### src/rtl/degamma_pkg.sv
package degamma_pkg;
    typedef enum logic [1:0] {
        SEL_INDEX = 2'd0,
        SEL_DATA  = 2'd1,
        SEL_MODE  = 2'd2,
        SEL_NONE  = 2'd3
    } reg_sel_e;

    localparam int AUTO_BIT_POS = 15;
    localparam int ENABLE_BIT_POS = 31;
endpackage

### src/rtl/degamma_regs.sv
module degamma_regs
    import degamma_pkg::*;
#(
    parameter int SEG_BITS = 5,
    parameter int FRAC_W   = 16,
    parameter int REG_W    = 32,
    localparam int X_W     = FRAC_W + 3,
    localparam int N_UNI   = (1 << SEG_BITS) + 1,
    localparam int N_ENT   = N_UNI + 2,
    localparam int IDX_W   = $clog2(N_ENT),
    localparam int LAST    = N_ENT - 1,
    localparam int WGT_W   = FRAC_W - SEG_BITS
) (
    input  logic                        clk,
    input  logic                        rst_n,
    input  logic                        wr_en,
    input  logic [1:0]                  sel,
    input  logic [REG_W-1:0]            wdata,
    output logic [N_ENT-1:0][X_W-1:0]   tbl_o,
    output logic                        enable_o,
    output logic [IDX_W-1:0]            idx_o,
    output logic                        auto_o
);
    typedef struct packed {
        logic [N_ENT-1:0][X_W-1:0] tbl;
        logic [IDX_W-1:0]          idx;
        logic                      auto_inc;
        logic                      en;
    } regs_t;

    regs_t s_d, s_q;
    logic [IDX_W-1:0] field_idx;

    // identity curve: uniform points i/32, outer points 3.0 and 7.0
    function automatic regs_t reset_state();
        regs_t r;
        r = '0;
        for (int i = 0; i < N_UNI; i++) begin
            r.tbl[i] = X_W'(i) << WGT_W;
        end
        r.tbl[N_UNI]     = X_W'(3) << FRAC_W;
        r.tbl[N_UNI + 1] = X_W'(7) << FRAC_W;
        return r;
    endfunction

    always_comb begin
        s_d       = s_q;
        field_idx = wdata[IDX_W-1:0];
        if (wr_en) begin
            case (reg_sel_e'(sel))
                SEL_INDEX: begin
                    if (s_q.auto_inc && !wdata[AUTO_BIT_POS]) begin
                        s_d.auto_inc = 1'b0;   // field ignored on this write
                    end else begin
                        s_d.auto_inc = wdata[AUTO_BIT_POS];
                        s_d.idx = (field_idx > IDX_W'(LAST)) ? IDX_W'(LAST) : field_idx;
                    end
                end
                SEL_DATA: begin
                    s_d.tbl[s_q.idx] = X_W'(wdata);
                    if (s_q.auto_inc && (s_q.idx != IDX_W'(LAST))) begin
                        s_d.idx = s_q.idx + 1'b1;
                    end
                end
                SEL_MODE: s_d.en = wdata[ENABLE_BIT_POS];
                default: ;
            endcase
        end
    end

    always_ff @(posedge clk or negedge rst_n) begin
        if (!rst_n) s_q <= reset_state();
        else        s_q <= s_d;
    end

    assign tbl_o    = s_q.tbl;
    assign enable_o = s_q.en;
    assign idx_o    = s_q.idx;
    assign auto_o   = s_q.auto_inc;
endmodule

### src/rtl/degamma_path.sv
module degamma_path #(
    parameter int SEG_BITS = 5,
    parameter int FRAC_W   = 16,
    localparam int X_W     = FRAC_W + 3,
    localparam int N_UNI   = (1 << SEG_BITS) + 1,
    localparam int N_ENT   = N_UNI + 2,
    localparam int WGT_W   = FRAC_W - SEG_BITS,
    localparam int T_W     = FRAC_W + 2,
    localparam int D_W     = X_W + 1,
    localparam int P_W     = D_W + T_W + 1
) (
    input  logic                        clk,
    input  logic                        rst_n,
    input  logic                        enable,
    input  logic [N_ENT-1:0][X_W-1:0]   tbl,
    input  logic                        in_valid,
    output logic                        in_ready,
    input  logic [X_W-1:0]              in_data,
    output logic                        out_valid,
    input  logic                        out_ready,
    output logic [X_W-1:0]              out_data
);
    typedef struct packed {
        logic           v1;
        logic           byp1;
        logic [X_W-1:0] raw1;
        logic [X_W-1:0] base1;
        logic [D_W-1:0] diff1;
        logic [T_W-1:0] t1;
        logic           v2;
        logic [X_W-1:0] out2;
    } pipe_t;

    pipe_t p_d, p_q;

    logic                 adv1, adv2;
    logic [2:0]           ipart;
    logic [SEG_BITS-1:0]  seg;
    logic [X_W-1:0]       lo, hi, off1, off2;
    logic [T_W-1:0]       t;
    logic signed [P_W-1:0] prod, step, sum;

    always_comb begin
        adv2  = !p_q.v2 || out_ready;
        adv1  = !p_q.v1 || adv2;
        ipart = in_data[X_W-1:FRAC_W];
        seg   = in_data[FRAC_W-1:WGT_W];
        off1  = in_data - (X_W'(1) << FRAC_W);
        off2  = in_data - (X_W'(3) << FRAC_W);
        lo    = tbl[N_UNI + 1];
        hi    = tbl[N_UNI + 1];
        t     = '0;
        if (ipart == 3'd0) begin
            lo = tbl[int'(seg)];
            hi = tbl[int'(seg) + 1];
            t  = {in_data[WGT_W-1:0], {(T_W - WGT_W){1'b0}}};
        end else if (ipart < 3'd3) begin
            lo = tbl[N_UNI - 1];
            hi = tbl[N_UNI];
            t  = T_W'({off1, 1'b0});
        end else if (ipart < 3'd7) begin
            lo = tbl[N_UNI];
            hi = tbl[N_UNI + 1];
            t  = T_W'(off2);
        end

        prod = $signed(p_q.diff1) * $signed({1'b0, p_q.t1});
        step = prod >>> T_W;
        sum  = $signed({{(P_W - X_W){1'b0}}, p_q.base1}) + step;

        p_d = p_q;
        if (adv1) begin
            p_d.v1 = in_valid;
            if (in_valid) begin
                p_d.byp1  = !enable;
                p_d.raw1  = in_data;
                p_d.base1 = lo;
                p_d.diff1 = {1'b0, hi} - {1'b0, lo};
                p_d.t1    = t;
            end
        end
        if (adv2) begin
            p_d.v2 = p_q.v1;
            if (p_q.v1) p_d.out2 = p_q.byp1 ? p_q.raw1 : X_W'(sum);
        end
    end

    always_ff @(posedge clk or negedge rst_n) begin
        if (!rst_n) p_q <= '0;
        else        p_q <= p_d;
    end

    assign in_ready  = adv1;
    assign out_valid = p_q.v2;
    assign out_data  = p_q.out2;
endmodule

### src/rtl/degamma_lut.sv
module degamma_lut #(
    parameter int SEG_BITS = 5,
    parameter int FRAC_W   = 16,
    parameter int REG_W    = 32,
    localparam int X_W     = FRAC_W + 3,
    localparam int N_ENT   = (1 << SEG_BITS) + 3,
    localparam int IDX_W   = $clog2(N_ENT),
    localparam int LAST    = N_ENT - 1
) (
    input  logic             clk,
    input  logic             rst_n,
    input  logic             reg_wr_en,
    input  logic [1:0]       reg_sel,
    input  logic [REG_W-1:0] reg_wdata,
    input  logic             pix_in_valid,
    output logic             pix_in_ready,
    input  logic [X_W-1:0]   pix_in_data,
    output logic             pix_out_valid,
    input  logic             pix_out_ready,
    output logic [X_W-1:0]   pix_out_data
);
    logic [N_ENT-1:0][X_W-1:0] curve;
    logic                      stage_en;
    logic [IDX_W-1:0]          cur_idx;
    logic                      cur_auto;

    degamma_regs #(.SEG_BITS(SEG_BITS), .FRAC_W(FRAC_W), .REG_W(REG_W)) u_regs (
        .clk      (clk),
        .rst_n    (rst_n),
        .wr_en    (reg_wr_en),
        .sel      (reg_sel),
        .wdata    (reg_wdata),
        .tbl_o    (curve),
        .enable_o (stage_en),
        .idx_o    (cur_idx),
        .auto_o   (cur_auto)
    );

    degamma_path #(.SEG_BITS(SEG_BITS), .FRAC_W(FRAC_W)) u_path (
        .clk       (clk),
        .rst_n     (rst_n),
        .enable    (stage_en),
        .tbl       (curve),
        .in_valid  (pix_in_valid),
        .in_ready  (pix_in_ready),
        .in_data   (pix_in_data),
        .out_valid (pix_out_valid),
        .out_ready (pix_out_ready),
        .out_data  (pix_out_data)
    );
endmodule

### config.mk
export PLATFORM = sky130hd
export DESIGN_NAME = degamma_lut
export DESIGN_NICKNAME = d
export VERILOG_FILES = /design/src/rtl/degamma_pkg.sv /design/src/rtl/degamma_regs.sv /design/src/rtl/degamma_path.sv /design/src/rtl/degamma_lut.sv
export SDC_FILE = /design/constraint.sdc
export NUM_CORES = 2
export LEC_CHECK = 0
export CORE_MARGIN = 2
export CORE_UTILIZATION = 50
export CTS_CLUSTER_DIAMETER = 40
export CTS_CLUSTER_SIZE = 10
export DETAILED_ROUTE_END_ITERATION = 7
export DONT_BUFFER_PORTS = 1
export GPL_ROUTABILITY_DRIVEN = 0
export MAX_ROUTING_LAYER = met4
export PLACE_DENSITY_LB_ADDON = 0.15
export SLEW_MARGIN = 0
export SYNTH_ARGS = -nofsm -noshare
export SYNTH_HDL_FRONTEND = slang
export SYNTH_HIERARCHICAL = 1
export SYNTH_SLANG_ARGS = --single-unit
### constraint.sdc
create_clock -name clk -period 19.8 [get_ports clk]
set_input_delay 0 -clock clk [delete_from_list [all_inputs] [get_ports clk]]
set_output_delay 0 -clock clk [all_outputs]
set_load 0.03 [all_outputs]
* Yosys cells after proc, flatten, opt, wreduce, memory -nomap -nowiden *
Cells that the tools add are included.

operators by class
  $add $sub $neg = 6
  multipliers = 1
  magnitude comparators = 7
  equality and inequality tests = 5
  mux-type cells = 22
  reductions and logical operators = 18

operator list
  kind                    number
  $bwmux 665              1
  $mux 19                 10
  $bmux 19 s6             1
  $demux 19 s6            1
  $bmux 19 s5             1
  $mux 18                 3
  $mul 20x19->37          1
  $lt 32x8->1 const B     1
  $sub 19x19->20          1
  $add 19x19->19          1
  $mux 6                  3
  $sub 18x18->18 const B  1
  $sub 17x17->17 const B  1
  $pmux 6 s2              1
  $reduce_and 2->1        5
  $lt 5x7->1 const B      1
  $lt 6x7->1 const B      1
  $add 5x1->6 const B     1
  $add 6x1->6 const B     1
  $ge 6x1->1 const B      1
  $gt 6x6->1 const B      1
  $ne 6x6->1 const B      1
  $logic_not 1->1         4
  $reduce_and 4->1        1
  12 further kinds        15

storage, ports and cells
  flip-flop bits (word level) = 771
  input bits = 58
  output and inout bits = 21
  logic and storage cells = 105

* Depth between registers and ports, before layout *
  depth after elaboration = 6
  depth in mapped cells = 37
  gate-level depth less buffers = 35

* Cells and area by module *
The synthesis kept the hierarchy.

by module, submodules not included
  module        instances  cells each  area an instance (sq um)  seq. area each (sq um)
  degamma_path  1          2837        29376.9                   2452.4
  degamma_regs  1          1557        25639.6                   16948.8

* Worst setup path after synthesis *
Ideal clock, no wire load.

  kind = reg2reg
  start = reg u_path/p_q[44] (netlist bit)
  end = reg u_path.p_q, in the netlist u_path/out_data[17]
  library setup time = 0.104 ns
  data arrival time = 7.548 ns
  data required time = 19.696 ns
  slack = 12.148 ns
  stages on the path, launching flop included = 34
  buffers on the path = 2
  clock period less this slack = 7.652 ns
  path through = dfrtp_1 clkbuf_1 clkbuf_1 nand2_1 fa_1 inv_1 fa_1 inv_1 fa_1 inv_1 fa_1 fa_1 inv_1 fa_1 inv_1 ha_1 and3_1 a221oi_1 o22ai_1 nor3_4 o21bai_1 a211o_1 and2_1 nor2_1 xnor2_1 ha_1 or3_1 o21ai_0 a31oi_1 a21o_1 a21oi_1 o21ai_1 xnor2_1 o311ai_1

between the ends
  longest elaborated chain between the ends = 3

ends and longest elaborated chain
  item                      RTL line            source
  start: declaration        degamma_path.sv:34  pipe_t p_d, p_q;
  start signal: assignment  degamma_path.sv:90  else p_q <= p_d;
  $mul 20x19->37            degamma_path.sv:67  prod = $signed(p_q.diff1) * $signed({1'b0, p_q.t1});
  $add 19x19->19            degamma_path.sv:69  sum = $signed({{(P_W - X_W){1'b0}}, p_q.base1}) + step;
  $mux 19                   degamma_path.sv:84  if (p_q.v1) p_d.out2 = p_q.byp1 ? p_q.raw1 : X_W'(sum);

No other way between the ends.
A chain may end at the register's enable or synchronous reset.

* Worst setup path in the final report *
  start = reg u_path/p_q[30] (netlist bit)
  end = reg u_path.p_q, in the netlist u_path/out_data[17]

The elaborated chain is that of the path after synthesis.

==> reports/qor.yml <==
flow_run:
  drv_cap: 0
synth:
  dominantRegCellSynth: "dfrtp_1"
  async_flop_share_pct: 100
  synth.most_common_cell: "mux2_2"
  synth_area_leaders: "dfrtp_1, mux4_2, mux2_2"
  yosysTopAreaCellShare_pct: 31.2
  synth_edf_count: 0
  ys_seq_elements: 771
  syn-instance-count: 4394
  postSynthAreaPerCell_sq_um: 12.5
  synthTopCellsByCount: "mux2_2, dfrtp_1, inv_1, mux4_2, fa_1"
  ys_types: 70
  yosys_warnings: 6
  synth_area_sq_mm: 0.0550
  yosys.area.top_type: "dfrtp_1"
  synthesis.nets: 4944
  synth_seq_area_share_pct: 35.3
critical_path:
  crit_path_end_kind: "register"
  critical_path_required_ns: 20.34
  cpPeakStageDelay_ns: 1.03
  crit_slowest_cell: "dfrtp_1"
  crit_top_cell: "fa_1"
  path_max_fanout: 21
  start_kind: "register"
  arrival_ns: 9.93
  path_class: "reg2reg"
cts:
  cts_resized: 0
  numCtsBuffers: 114
  htree_num_levels: 3
  root_buffer: "clkbuf_16"
  cts_buffer_depth: 3
  clk-insertion-delay-late_ns: 0.70
  cts_tree: "done"
  clk_pin_slew_ns: 0.06
  cts_num_sinks: 771
sta:
  tns_ns: 0
  period_needed_ns: 9.39
  slew_violations: 0
  fin_skew_ns: 0.0228
  setup_viol: 0
  rsz0062_at_grt: "no"
  finalHoldViolations: 0
  tightest_slew_ns: 1.26
  max_freq_mhz: 106
  min_period_over_period_pct: 47.4
  slew_headroom_pct: 15.6
final_layout:
  num-fill-cells: 9170
  nets: 4885
  drive_above_1_share_pct: 32.9
  antennaDiodeCount: 0
  area_delta_synth_final_pct: 11.1
die:
  initial_core_util_pct: 50.5
  coreArea_sq_mm: 0.109
  chipWidth_um: 336
  die_area_sq_mm: 0.113
  io_pins: 79
  die_y_um: 336
  fp-row-count: 121
global_routing:
  grt_first_pass_wirelength_um: 232000
  gr-usage-all-layers_pct: 28.3
  antenna_found_initial: 2
  grt_pass1_vias: 36563
  grt-ovfl-total: 0
  grt_max_degree: 772
route:
  finalWirelength_um: 150000
  wire_per_inst_um: 25.7
  final_antenna_net_count: 0
  drt-initial-drc-count: 2708
  dr.pass1.iters: 6
  routed_via_density: 6.05
  via_count: 35390
  drc: 0
worst_hold_path:
  hold_path_class: "in2reg"
placement:
  dp_hpwl_um: 91700
  io_buffers: 0
status:
  status: "completed"
## logic make-up after synthesis
group | count (synthesis) | share of synthesized area (%)
AOI/OAI and AO/OA | 358 | 3.91
DFF | 771 | 35.3
buffers and inverters | 783 | 5.83
xor gates and xnor gates | 64 | 1.02
and+or+nand+nor | 799 | 7.25
muxes | 1127 | 30.7
adders and majority gates | 492 | 16.0
## cells in the final DEF (no fill, tap or decap), types with 61 or more instances in the layout
cell type      instances
a21oi_1               90
and2_1               231
clkbuf_16            116
dfrtp_1              685
dfstp_2               86
dlygate4sd3_1         87
fa_1                 354
ha_1                 137
inv_1                446
mux2_2               686
mux2i_1               61
mux4_2               380
nand2_1              325
nor2_1                94
o21ai_0               73
## registers in the layout (all words and copies together), names as in the netlist
signal,flops
u_path/out_data,19
u_path/out_valid,1
u_path/p_q,78
u_regs/auto_o,1
u_regs/enable_o,1
u_regs/idx_o,6
u_regs/tbl_o,665
## stage by stage
| step | util [%] | worst slack (ns) | area, sq um | cells | hold WS, ns |
|---|---|---|---|---|---|
| final | 56.1 | 10.41 | 61100 | 5849 | 0.0326 |
| after global routing | 56.1 | 9.84 | 61100 | 5849 | 0.0140 |
| after CTS | 55.9 | 10.43 | 60900 | 5842 | 0.00111 |
| after detailed placement | 51.1 | 10.46 | 55800 | 5519 | -0.259 |
| after global placement | 51.1 | 10.59 | 55800 | 5519 | -0.264 |
| after floorplan | - | 12.15 | 55000 | 4394 | -0.296 |
## routing by layer
layer	vias up	GRT usage, %	wire length, um
li1	15237	-	-
met1	18913	36.6	62300
met2	974	47.0	76000
met3	266	3.48	7430
met4	0	8.17	4690
met5	-	-	0
## worst paths after layout
kind	start	endpoint	slack (ns)	cells past startpoint
max in group asynchronous	rst_n	u_regs/tbl_o[162]	16.91	6
worst max-delay path	u_path/p_q[30]	u_path/out_data[17]	10.41	31
worst max register to register	u_path/p_q[30]	u_path/out_data[17]	10.41	31
min in group asynchronous	rst_n	u_regs/tbl_o[395]	0.51	3
worst min register to register	u_path/p_q[95]	u_path/p_q[95]	0.47	2
worst min-delay path	pix_in_data[13]	u_path/p_q[70]	0.03	4
## worst max-delay path: cells and delay by family, from the launching register on
kind,cells,cell delay [ns]
fa+ha+maj,8,3.64
compound gates,10,2.22
simple gates,6,1.38
flops,1,1.03
xor+xnor,2,0.69
buf+inv,5,0.25
## layout make-up
type / count / area, sq um / share of cell area, %
Clock inverter: 52 / 663 / 1.09
Sequential cell: 771 / 19400 / 31.8
Clock buffer: 164 / 3210 / 5.26
Tap cell: 1414 / 1770 / 2.90
Timing Repair Buffer: 161 / 1840 / 3.01
Inverter: 447 / 1680 / 2.75
Multi-Input combinational cell: 2840 / 32500 / 53.3
## repair_timing
action | CTS | global route
setup buffers | 0 | 0
hold buffers | 107 | 3
hold endpoints to repair | 1507 | 361
endpoints found under the setup margin | 0 | 0
Power is not shown: default switching activity piles up to over one toggle a cycle in this logic, so the estimate is an artifact.
